## config.mk

```make
export PLATFORM = sky130hd
export DESIGN_NAME = line_pattern_inserter
export DESIGN_NICKNAME = d
export VERILOG_FILES = /design/src/rtl/lpi_pkg.sv /design/src/rtl/lpi_cfg_regs.sv /design/src/rtl/lpi_lfsr_gen.sv /design/src/rtl/lpi_loop_code_gen.sv /design/src/rtl/line_pattern_inserter.sv
export SDC_FILE = /design/constraint.sdc
export NUM_CORES = 1
export LEC_CHECK = 0
export ABC_AREA = 0
export BUFFER_PORTS_ARGS = -buffer_cell sky130_fd_sc_hd__buf_4
export CAP_MARGIN = 20
export CORE_MARGIN = 3
export CORE_UTILIZATION = 35
export DETAILED_ROUTE_END_ITERATION = 10
export GPL_ROUTABILITY_DRIVEN = 0
export PLACE_DENSITY_LB_ADDON = 0.12
export SYNTH_ARGS = -nofsm -noshare
export SYNTH_HDL_FRONTEND = slang
export SYNTH_SLANG_ARGS = --single-unit
```

## constraint.sdc

```tcl
create_clock -name clk -period 2.2 [get_ports clk]
set_input_delay 0.11 -clock clk [delete_from_list [all_inputs] [get_ports clk]]
set_output_delay 0.11 -clock clk [all_outputs]
set_load 0.01 [all_outputs]
```

## src/rtl/lpi_pkg.sv

```systemverilog
package lpi_pkg;
  typedef enum logic [1:0] {
    PAT_PASS = 2'b00,
    PAT_ONES = 2'b01,
    PAT_PRBS = 2'b10,
    PAT_LOOP = 2'b11
  } pat_sel_e;

  typedef struct packed {
    logic     auto_ones;
    logic     prbs_inv;
    logic     ref_sel;
    pat_sel_e pat;
  } ctrl_t;

  localparam int CFG_DW = 8;
endpackage

```

## src/rtl/lpi_cfg_regs.sv

```systemverilog
module lpi_cfg_regs
  import lpi_pkg::*;
#(
  parameter int DW = CFG_DW,
  parameter int CODE_W = 5,
  parameter logic [CODE_W-1:0] CODE_RST = 1
) (
  input  logic              clk,
  input  logic              rst,
  input  logic              we,
  input  logic              addr,
  input  logic [DW-1:0]     wdata,
  output ctrl_t             ctrl,
  output logic [CODE_W-1:0] code,
  output logic              reseed
);
  localparam int CTRL_W = $bits(ctrl_t);

  assign reseed = we && !addr && (pat_sel_e'(wdata[1:0]) != ctrl.pat);

  always_ff @(posedge clk) begin
    if (rst) begin
      ctrl <= '0;
      code <= CODE_RST;
    end else if (we) begin
      if (addr) code <= wdata[CODE_W-1:0];
      else      ctrl <= ctrl_t'(wdata[CTRL_W-1:0]);
    end
  end

  assert_ctrl_reset_R1: assert property (@(posedge clk)
    rst |=> (ctrl == '0) && (code == CODE_RST));
endmodule

```

## src/rtl/lpi_lfsr_gen.sv

```systemverilog
module lpi_lfsr_gen #(
  parameter int W = 15,
  parameter int TAP_A = 14,
  parameter int TAP_B = 13,
  parameter logic [W-1:0] SEED = '1,
  parameter int ZLIM = 0
) (
  input  logic clk,
  input  logic rst,
  input  logic adv,
  input  logic reseed,
  output logic bit_o
);
  logic [W-1:0] state;

  always_ff @(posedge clk) begin
    if (rst || reseed)  state <= SEED;
    else if (adv)       state <= {state[W-2:0], state[TAP_A] ^ state[TAP_B]};
  end

  generate
    if (ZLIM > 0) begin : g_zlim
      localparam int ZW = $clog2(ZLIM + 1);
      logic [ZW-1:0] zrun;
      assign bit_o = (zrun == ZW'(ZLIM)) | state[W-1];
      always_ff @(posedge clk) begin
        if (rst || reseed)  zrun <= '0;
        else if (adv)       zrun <= bit_o ? '0 : zrun + 1'b1;
      end
      assert_zrun_bound_R6: assert property (@(posedge clk) disable iff (rst)
        zrun <= ZW'(ZLIM));
    end else begin : g_plain
      assign bit_o = state[W-1];
    end
  endgenerate

  assert_reseed_R11: assert property (@(posedge clk) disable iff (rst)
    reseed |=> state == SEED);
  assert_nonzero_R5: assert property (@(posedge clk) disable iff (rst)
    state != '0);
endmodule

```

## src/rtl/lpi_loop_code_gen.sv

```systemverilog
module lpi_loop_code_gen #(
  parameter int CODE_W = 5
) (
  input  logic              clk,
  input  logic              rst,
  input  logic              adv,
  input  logic              restart,
  input  logic [CODE_W-1:0] code,
  output logic              bit_o
);
  localparam int IW = (CODE_W > 1) ? $clog2(CODE_W) : 1;
  localparam logic [IW-1:0] TOP = IW'(CODE_W - 1);

  logic [IW-1:0] idx;

  always_ff @(posedge clk) begin
    if (rst || restart)  idx <= TOP;
    else if (adv)        idx <= (idx == '0) ? TOP : idx - 1'b1;
  end

  assign bit_o = code[idx];

  assert_restart_R7: assert property (@(posedge clk) disable iff (rst)
    restart |=> idx == TOP);
  assert_idx_range_R7: assert property (@(posedge clk) disable iff (rst)
    idx <= TOP);
endmodule

```

## src/rtl/line_pattern_inserter.sv

```systemverilog
module line_pattern_inserter
  import lpi_pkg::*;
#(
  parameter int DW = CFG_DW,
  parameter int CODE_W = 5,
  parameter logic [CODE_W-1:0] CODE_RST = 1,
  parameter int ZLIM = 14
) (
  input  logic          clk,
  input  logic          rst,
  input  logic          tclk_en,
  input  logic          mclk_en,
  input  logic          t1_mode,
  input  logic          los,
  input  logic          tx_data_i,
  input  logic          cfg_we,
  input  logic          cfg_addr,
  input  logic [DW-1:0] cfg_wdata,
  output logic          tx_data_o,
  output logic          det_ref_o
);
  ctrl_t             ctrl;
  logic [CODE_W-1:0] code;
  logic              reseed;
  logic              adv;
  logic              e1_bit, t1_bit, loop_bit, prbs_ref, src;

  lpi_cfg_regs #(.DW(DW), .CODE_W(CODE_W), .CODE_RST(CODE_RST)) cfg_i (
    .clk(clk), .rst(rst), .we(cfg_we), .addr(cfg_addr), .wdata(cfg_wdata),
    .ctrl(ctrl), .code(code), .reseed(reseed)
  );

  assign adv = ctrl.ref_sel ? mclk_en : tclk_en;

  lpi_lfsr_gen #(.W(15), .TAP_A(14), .TAP_B(13), .SEED('1), .ZLIM(0)) e1_gen_i (
    .clk(clk), .rst(rst), .adv(adv), .reseed(reseed), .bit_o(e1_bit)
  );

  lpi_lfsr_gen #(.W(20), .TAP_A(19), .TAP_B(16), .SEED('1), .ZLIM(ZLIM)) t1_gen_i (
    .clk(clk), .rst(rst), .adv(adv), .reseed(reseed), .bit_o(t1_bit)
  );

  lpi_loop_code_gen #(.CODE_W(CODE_W)) loop_i (
    .clk(clk), .rst(rst), .adv(adv), .restart(reseed), .code(code), .bit_o(loop_bit)
  );

  assign prbs_ref = (t1_mode ? t1_bit : e1_bit) ^ ctrl.prbs_inv;

  always_comb begin
    unique case (ctrl.pat)
      PAT_PASS: begin
        if (ctrl.auto_ones && los) src = 1'b1;
        else if (ctrl.ref_sel)     src = 1'b0;
        else                       src = tx_data_i;
      end
      PAT_ONES: src = 1'b1;
      PAT_PRBS: src = prbs_ref;
      default:  src = loop_bit;
    endcase
  end

  always_ff @(posedge clk) begin
    if (rst) begin
      tx_data_o <= 1'b0;
      det_ref_o <= 1'b0;
    end else if (adv) begin
      tx_data_o <= src;
      det_ref_o <= prbs_ref;
    end
  end

  // Checks on the assembled data path
  int zero_run;
  always_ff @(posedge clk) begin
    if (rst || reseed || !(ctrl.pat == PAT_PRBS && t1_mode && !ctrl.prbs_inv))
      zero_run <= 0;
    else if (adv)
      zero_run <= src ? 0 : zero_run + 1;
  end

  assert_zero_run_R6: assert property (@(posedge clk) disable iff (rst)
    zero_run <= ZLIM);
  assert_hold_R10: assert property (@(posedge clk) disable iff (rst)
    (ctrl.ref_sel ? !mclk_en : !tclk_en) |=> $stable(tx_data_o) && $stable(det_ref_o));
  assert_all_ones_R4: assert property (@(posedge clk) disable iff (rst)
    (adv && ctrl.pat == PAT_ONES && !cfg_we) |=> tx_data_o);
  assert_zeros_R3: assert property (@(posedge clk) disable iff (rst)
    (adv && ctrl.pat == PAT_PASS && ctrl.ref_sel && !(ctrl.auto_ones && los)) |=> !tx_data_o);
  assert_auto_ones_R9: assert property (@(posedge clk) disable iff (rst)
    (adv && ctrl.pat == PAT_PASS && ctrl.auto_ones && los) |=> tx_data_o);
endmodule

```

==> impl_results.md, run 1 <==
* Avg Vias per Cell at 4.85
* Clk slew on worst S/H paths at roughly 100 ps
* Initial Util at 37.3%
* Number of gates resized after cts at 0
* Reg area at between 1000 and 1500 um2
* Max VDD drop at ~0.35 mV
* Final setup vio count at 0
* RSZ-0062 raised after global routing: no
* Slew @ Worst Pin at 577 ps
* CP top delay family: compound AO/OA/AOI/OAI gates
* Clk_lat worst skew at about 300 ps
* Xor/xnor cell area share of the yosys netlist at 1.64%
* YS warnings at 0
* Unique masters post-synth at 29
* WL per Instance at roughly 12 um
* I/O Pins at 19
* Largest net degree at the start of global routing at 31
* Synthesis-to-finish area growth at 14.3%
* Design area at around 2400 um2
* Crit path kind: flop to flop
* Number of remaining DRC errors at 0
* Buffer and inverter count on the worst path at 1
* Worst slew margin at roughly three fifths
* Synthesized area at ~2100 um2
* Worst EP required at 2420 ps
* CTS Sinks at 54
* Share of layout cells above drive strength 1 at 12.3%
* Sequential fraction of the synthesis area at about half
* Area taken by multi-input logic gates at slightly below 1000 um2
* GRT overflow at 0
* Post-Synth Adder-Cell Area at under 10%
* Dpl hpwl at 2650 um
* Slowest stage delay, CP at 420 ps
* Layout Nets at just under 300
* Complex-gate fraction of the synthesized area at ~7.4%
* Final hold violations at 0
* CP max-delay cell: dfxtp_1
* Final Power at ~2 mW
* Worst-case clock buffer depth at 2
* Total inserted antenna cells at 0
* Pwr/cell area at 831 nW/um2
* Syn Area/Cell at roughly 8 um2
* Mux share of post-synthesis cell area at 4.52%
* WP data arrival at ~2000 ps
* Minimum clock period at roughly 1700 ps
* EDFF count, synth at 0
* Simple-gate share of the synthesized area at approximately 30%
* Post-synthesis sequential element count at 54
* Max Slew Vio Count at 0
* Via Count at about 1700
* Placed cells at roughly 340
* Die H at between 80 and 90 um
* Leak at ~1.1 nW
* First-pass GRT wire length at between 7000 and 8000 um
* Final wirelength at approximately 4000 um
* Initial drt markers at between 60 and 70
* Critical path capture point type: flop
* Final worst slack at approximately 460 ps
* DRT antenna net count at 0
* Placed Area at around 2300 um2
* Post-synth ARST share at 0%
* Setup crit start kind: flop
* Worst path cell trace: inv_1 > ha_1 > a31o_2 > a211oi_1 > o21ai_0 > a311oi_1
* Cts hold-fix bufs at 0
* Post-synth top flop: dfxtp_1
* Placement Setup Slack at approximately 500 ps
* Largest family of logic cells by synthesized area: simple AND/OR/NAND/NOR gates
* Vias in the first global route at around 1700
* # rows at 27
* Core footprint at ~5700 um2
* CTS root buf: clkbuf_8
* Largest fanout on the critical path at 5
* Number of I/O port buffers at 15
* Max_cap viols at 0
* FILL cells at about 600
* CTS buffer count at 5
* Post-CTS setup buffer count at 0
* Setup tns final at 0 ps
* Status: complete, no violations
* CTS tree: yes
* DIE AREA at between 7000 and 8000 um2
* Highest clock rate at approximately 580 MHz
* Period Utilization, post-route at between 70% and 80%
* Final Non-Filler Cells at approximately 350
* 1st-pass router iterations at 4
* Synthesized net count at ~280
* CTS H-Tree Depth at 2
* Cells after Synth at approximately 260
* Worst min-delay path category: input port to flop
* Worst Skew at between 5 and 6 ps
* Die Wd at around 84 um
* Gr usage total at roughly an eighth
* Initial antenna violation count at 0
## synth_stat cells (2+ instances only)
cell type | count | area (um2)
nor2_1 | 15 | 56.3
ha_1 | 3 | 37.5
nand3_1 | 39 | 195
nor3_1 | 6 | 30.0
o31ai_1 | 2 | 15.0
xnor2_1 | 4 | 35.0
nand2_1 | 77 | 289
dfxtp_1 | 54 | 1080
a21oi_1 | 14 | 70.1
o21ai_0 | 5 | 25.0
inv_1 | 3 | 11.3
nand2b_1 | 4 | 25.0
mux2_2 | 2 | 22.5
clkbuf_1 | 8 | 30.0
and3_1 | 2 | 12.5
buf_2 | 5 | 25.0
a211oi_1 | 2 | 15.0
mux2i_1 | 6 | 60.1
nor2b_1 | 2 | 12.5
## state kept, by name, summed over array words and instances (netlist names)
name and flops:
cfg_i.code 5, t1_gen_i.g_zlim.zrun 4, det_ref_o 1, t1_gen_i.state 20, cfg_i.ctrl 5, e1_gen_i.state 15, tx_data_o 1, loop_i.idx 3
## layout make-up
cell class | instances | share of cell area [%]
clock buffers | 5 | 2.83
clock inverters | 3 | 2.00
inverters | 3 | 0.462
multi-input cells | 192 | 40.4
flip-flops and latches | 54 | 44.4
well taps | 72 | 3.70
repair buffers | 20 | 6.17
## stage by stage
step / hold WS [ps] / utilization (%)
after floorplan: 182 / -
after global routing: 48.5 / 42.6
after global placement: 354 / 40.6
after detailed placement: 364 / 40.6
after CTS: 40.7 / 42.6
final: 45.2 / 42.6
## placed cells by master, fill, tap and decap left out, types with 3 or more instances in the layout
cell	instances
nand2b_1	4
dfxtp_1	54
buf_4	20
ha_1	3
nand2_1	77
mux2i_1	6
xnor2_1	4
a21oi_1	14
nor3_1	6
nor2_1	15
clkbuf_8	5
o21ai_0	5
nand3_1	39
inv_1	3
## report_power, final
group	internal [mW]	switching [mW]	total [mW]
registers	1.04	0.0438	1.09
clock network	0.347	0.338	0.685
logic	0.112	0.140	0.251
## cell families (layout without fill, tap and decap cells)
family                   Yosys count  after routing
adder cells (fa/ha/maj)            3              3
XOR/XNOR                           4              4
multiplexers                       9              9
AO/OA/AOI/OAI                     27             27
flip-flops                        54             54
AND/OR/NAND/NOR                  149            149
buffers and inverters             17             31
## path summary, 6_finish.rpt
| check | from | end | slack (ps) | depth (start not counted) |
|---|---|---|---|---|
| worst min-delay path | cfg_wdata[4] | cfg_i.ctrl[4] | 50 | 3 |
| worst max-delay path | t1_gen_i.g_zlim.zrun[0] | tx_data_o | 460 | 6 |
| worst min register to register | e1_gen_i.state[0] | e1_gen_i.state[1] | 470 | 2 |
| worst max register to register | t1_gen_i.g_zlim.zrun[0] | tx_data_o | 460 | 6 |
## routing by layer
layer  GRT usage, %  routed length (um)  vias up
li1               -                   -      904
met1           15.8                2150      772
met2           19.8                1740       13
met3           3.16                 110        5
met4           3.51                  44        0
met5              0                   0        -
## tightest hold or removal path: cells and delay by family
kind                   cells  cell delay (ps)
and+or+nand+nor            1               70
buffers and inverters      1               80
muxes                      1               50
(Power assumes the default switching activity.)
==> run 2, diff against run 1 <==
clock period = 1.6 ns   (was 2.2 ns; I/O delays follow)
==> impl_results.md, run 2 (synthesis gave the netlist of run 1 again) <==
* FILL cells at 575
* Vias in the first global route at 1531
* Max Slew Vio Count at 0
* CTS tree: yes
* Slew @ Worst Pin at 410 ps
* Setup crit start kind: flop
* Worst Hold Depth at 3
* Layout Nets at 300
* Max VDD drop at 0.554 mV
* Commonest non-fill, non-tap cells in the layout: 77 x nand2_1, 54 x dfxtp_1, 39 x nand3_1
* Commonest non-fill, non-tap cell in the layout: nand2_1
* Die Wd at about 84 um
* FF-to-FF setup slack at between 100 and 150 ps
* Period Utilization, post-route at about nine tenths
* Max reg flops at 20
* Largest fanout on the critical path at 19
* R2R cell count at 4
* CTS buffer count at 5
* Worst-case clock buffer depth at 2
* Cts hold-fix bufs at 0
* Reg-to-reg startpoint: cfg_i.ctrl[2]
* Dpl hpwl at 2670 um
* Status: complete, no violations
* DRT antenna net count at 0
* CP max-delay cell: mux2_2
* CP startpoint: cfg_i.ctrl[2]
* Largest net degree at the start of global routing at 23
* Largest Register: t1_gen_i.state
* Crit path to: e1_gen_i.state[8]
* Buffer and inverter count on the worst path at 1
* Share of layout cells above drive strength 1 at between 10% and 20%
* Clk_lat worst skew at 300 ps
* Final hold violations at 0
* Initial drt markers at 66
* Worst path cell trace: mux2_2 > buf_4 > nand2_1 > nand3_1
* Leak at 1.12 nW
* Worst Skew at approximately 8.6 ps
* Highest clock rate at 681 MHz
* Pwr/cell area at between 1000 and 1500 nW/um2
* Avg Vias per Cell at ~4.8
* Slowest stage delay, CP at ~530 ps
* Clk slew on worst S/H paths at around 100 ps
* Worst EP required at approximately 1800 ps
* CTS root buf: clkbuf_8
* First-pass GRT wire length at between 6000 and 7000 um
* Minimum clock period at ~1500 ps
* Fin util at a little over two fifths
* Core footprint at between 5000 and 6000 um2
* GRT overflow at 0
* Total inserted antenna cells at 0
* 1st-pass router iterations at 4
* RSZ-0062 raised after global routing: no
* Initial Util at between 30% and 40%
* Via Count at between 1500 and 2000
* FF-to-FF End: e1_gen_i.state[8]
* # rows at 27
* Crit path depth at 4
* Synthesis-to-finish area growth at 16.7%
* Hold WS at approximately 16 ps
* CTS H-Tree Depth at 2
* Max_cap viols at 0
* DIE AREA at ~7100 um2
* Crit path kind: flop to flop
* Number of I/O port buffers at 15
* Die H at ~84 um
* Post-CTS setup buffer count at 0
* Setup tns final at 0 ps
* Worst min-delay path category: input port to flop
* I/O Pins at 19
* Largest registers: t1_gen_i.state (20), e1_gen_i.state (15)
* Gr usage total at 11.8%
* CTS Sinks at 54
* WL per Instance at 11.3 um
* Final wirelength at around 4000 um
* Worst slew margin at between 70% and 80%
* Critical path capture point type: flop
* Final setup vio count at 0
* Number of remaining DRC errors at 0
* WP data arrival at 1650 ps
* Initial antenna violation count at 0
* CP top delay family: multiplexers
run 2: final cells by class:
cell class | instances | area (um2) | area share, %
sequential | 54 | 1080 | 43.5
multi-input combinational | 192 | 990 | 39.8
timing repair buffer | 24 | 205 | 8.25
tap | 72 | 90.1 | 3.62
clock buffer | 6 | 72.6 | 2.92
clock inverter | 2 | 37.5 | 1.51
inverter | 3 | 11.3 | 0.453
run 2: repair_timing:
| action | 4_1_cts | 5_1_grt |
|---|---|---|
| gates resized for setup | 0 | 2 |
| endpoints found under the hold margin | 0 | 0 |
| setup endpoints to repair | 0 | 1 |
run 2: metal layers:
metal,GRT usage [%],vias to the layer above,wire length [um]
met5,0,-,0
met4,4.39,0,48
met3,3.26,5,104
met2,17.1,14,1640
met1,16.4,768,2190
li1,-,906,-
run 2: tightest hold or removal path, stage by stage:
cell and delay, ps:
buf_4 80, mux2i_1 50, nor2_1 70
run 2: how the worst min path moves through the flow:
| stage | slack, ps | end | from |
|---|---|---|---|
| floorplan | 150 | tx_data_o | rst |
| global placement | 320 | cfg_i.ctrl[4] | cfg_wdata[4] |
| detailed placement | 340 | cfg_i.ctrl[4] | cfg_wdata[4] |
| CTS | 7 | cfg_i.ctrl[4] | cfg_wdata[4] |
| global route | 30 | cfg_i.ctrl[2] | cfg_wdata[2] |
| finish | 20 | cfg_i.ctrl[4] | cfg_wdata[4] |
run 2: power by group:
| part | switching, mW | total (mW) | internal, mW | leakage (nW) |
|---|---|---|---|---|
| sequential | 0.0567 | 1.49 | 1.44 | 0.445 |
| clock | 0.438 | 0.905 | 0.467 | 0.0514 |
| combinational | 0.199 | 0.371 | 0.172 | 0.624 |
| total | 0.693 | 2.77 | 2.07 | 1.12 |
run 2: stage by stage:
| step | area, um2 | instances | power (mW) | worst slack, ps |
|---|---|---|---|---|
| 2_1_floorplan | 2130 | 263 | 1.77 | 34.5 |
| 3_5_place_dp | 2370 | 345 | 1.90 | 43.5 |
| 3_3_place_gp | 2370 | 345 | 1.90 | 62.7 |
| 6_report | 2490 | 353 | 2.77 | 132 |
| 4_1_cts | 2480 | 353 | 2.82 | 19.2 |
| 5_1_grt | 2490 | 353 | 2.93 | 13.6 |
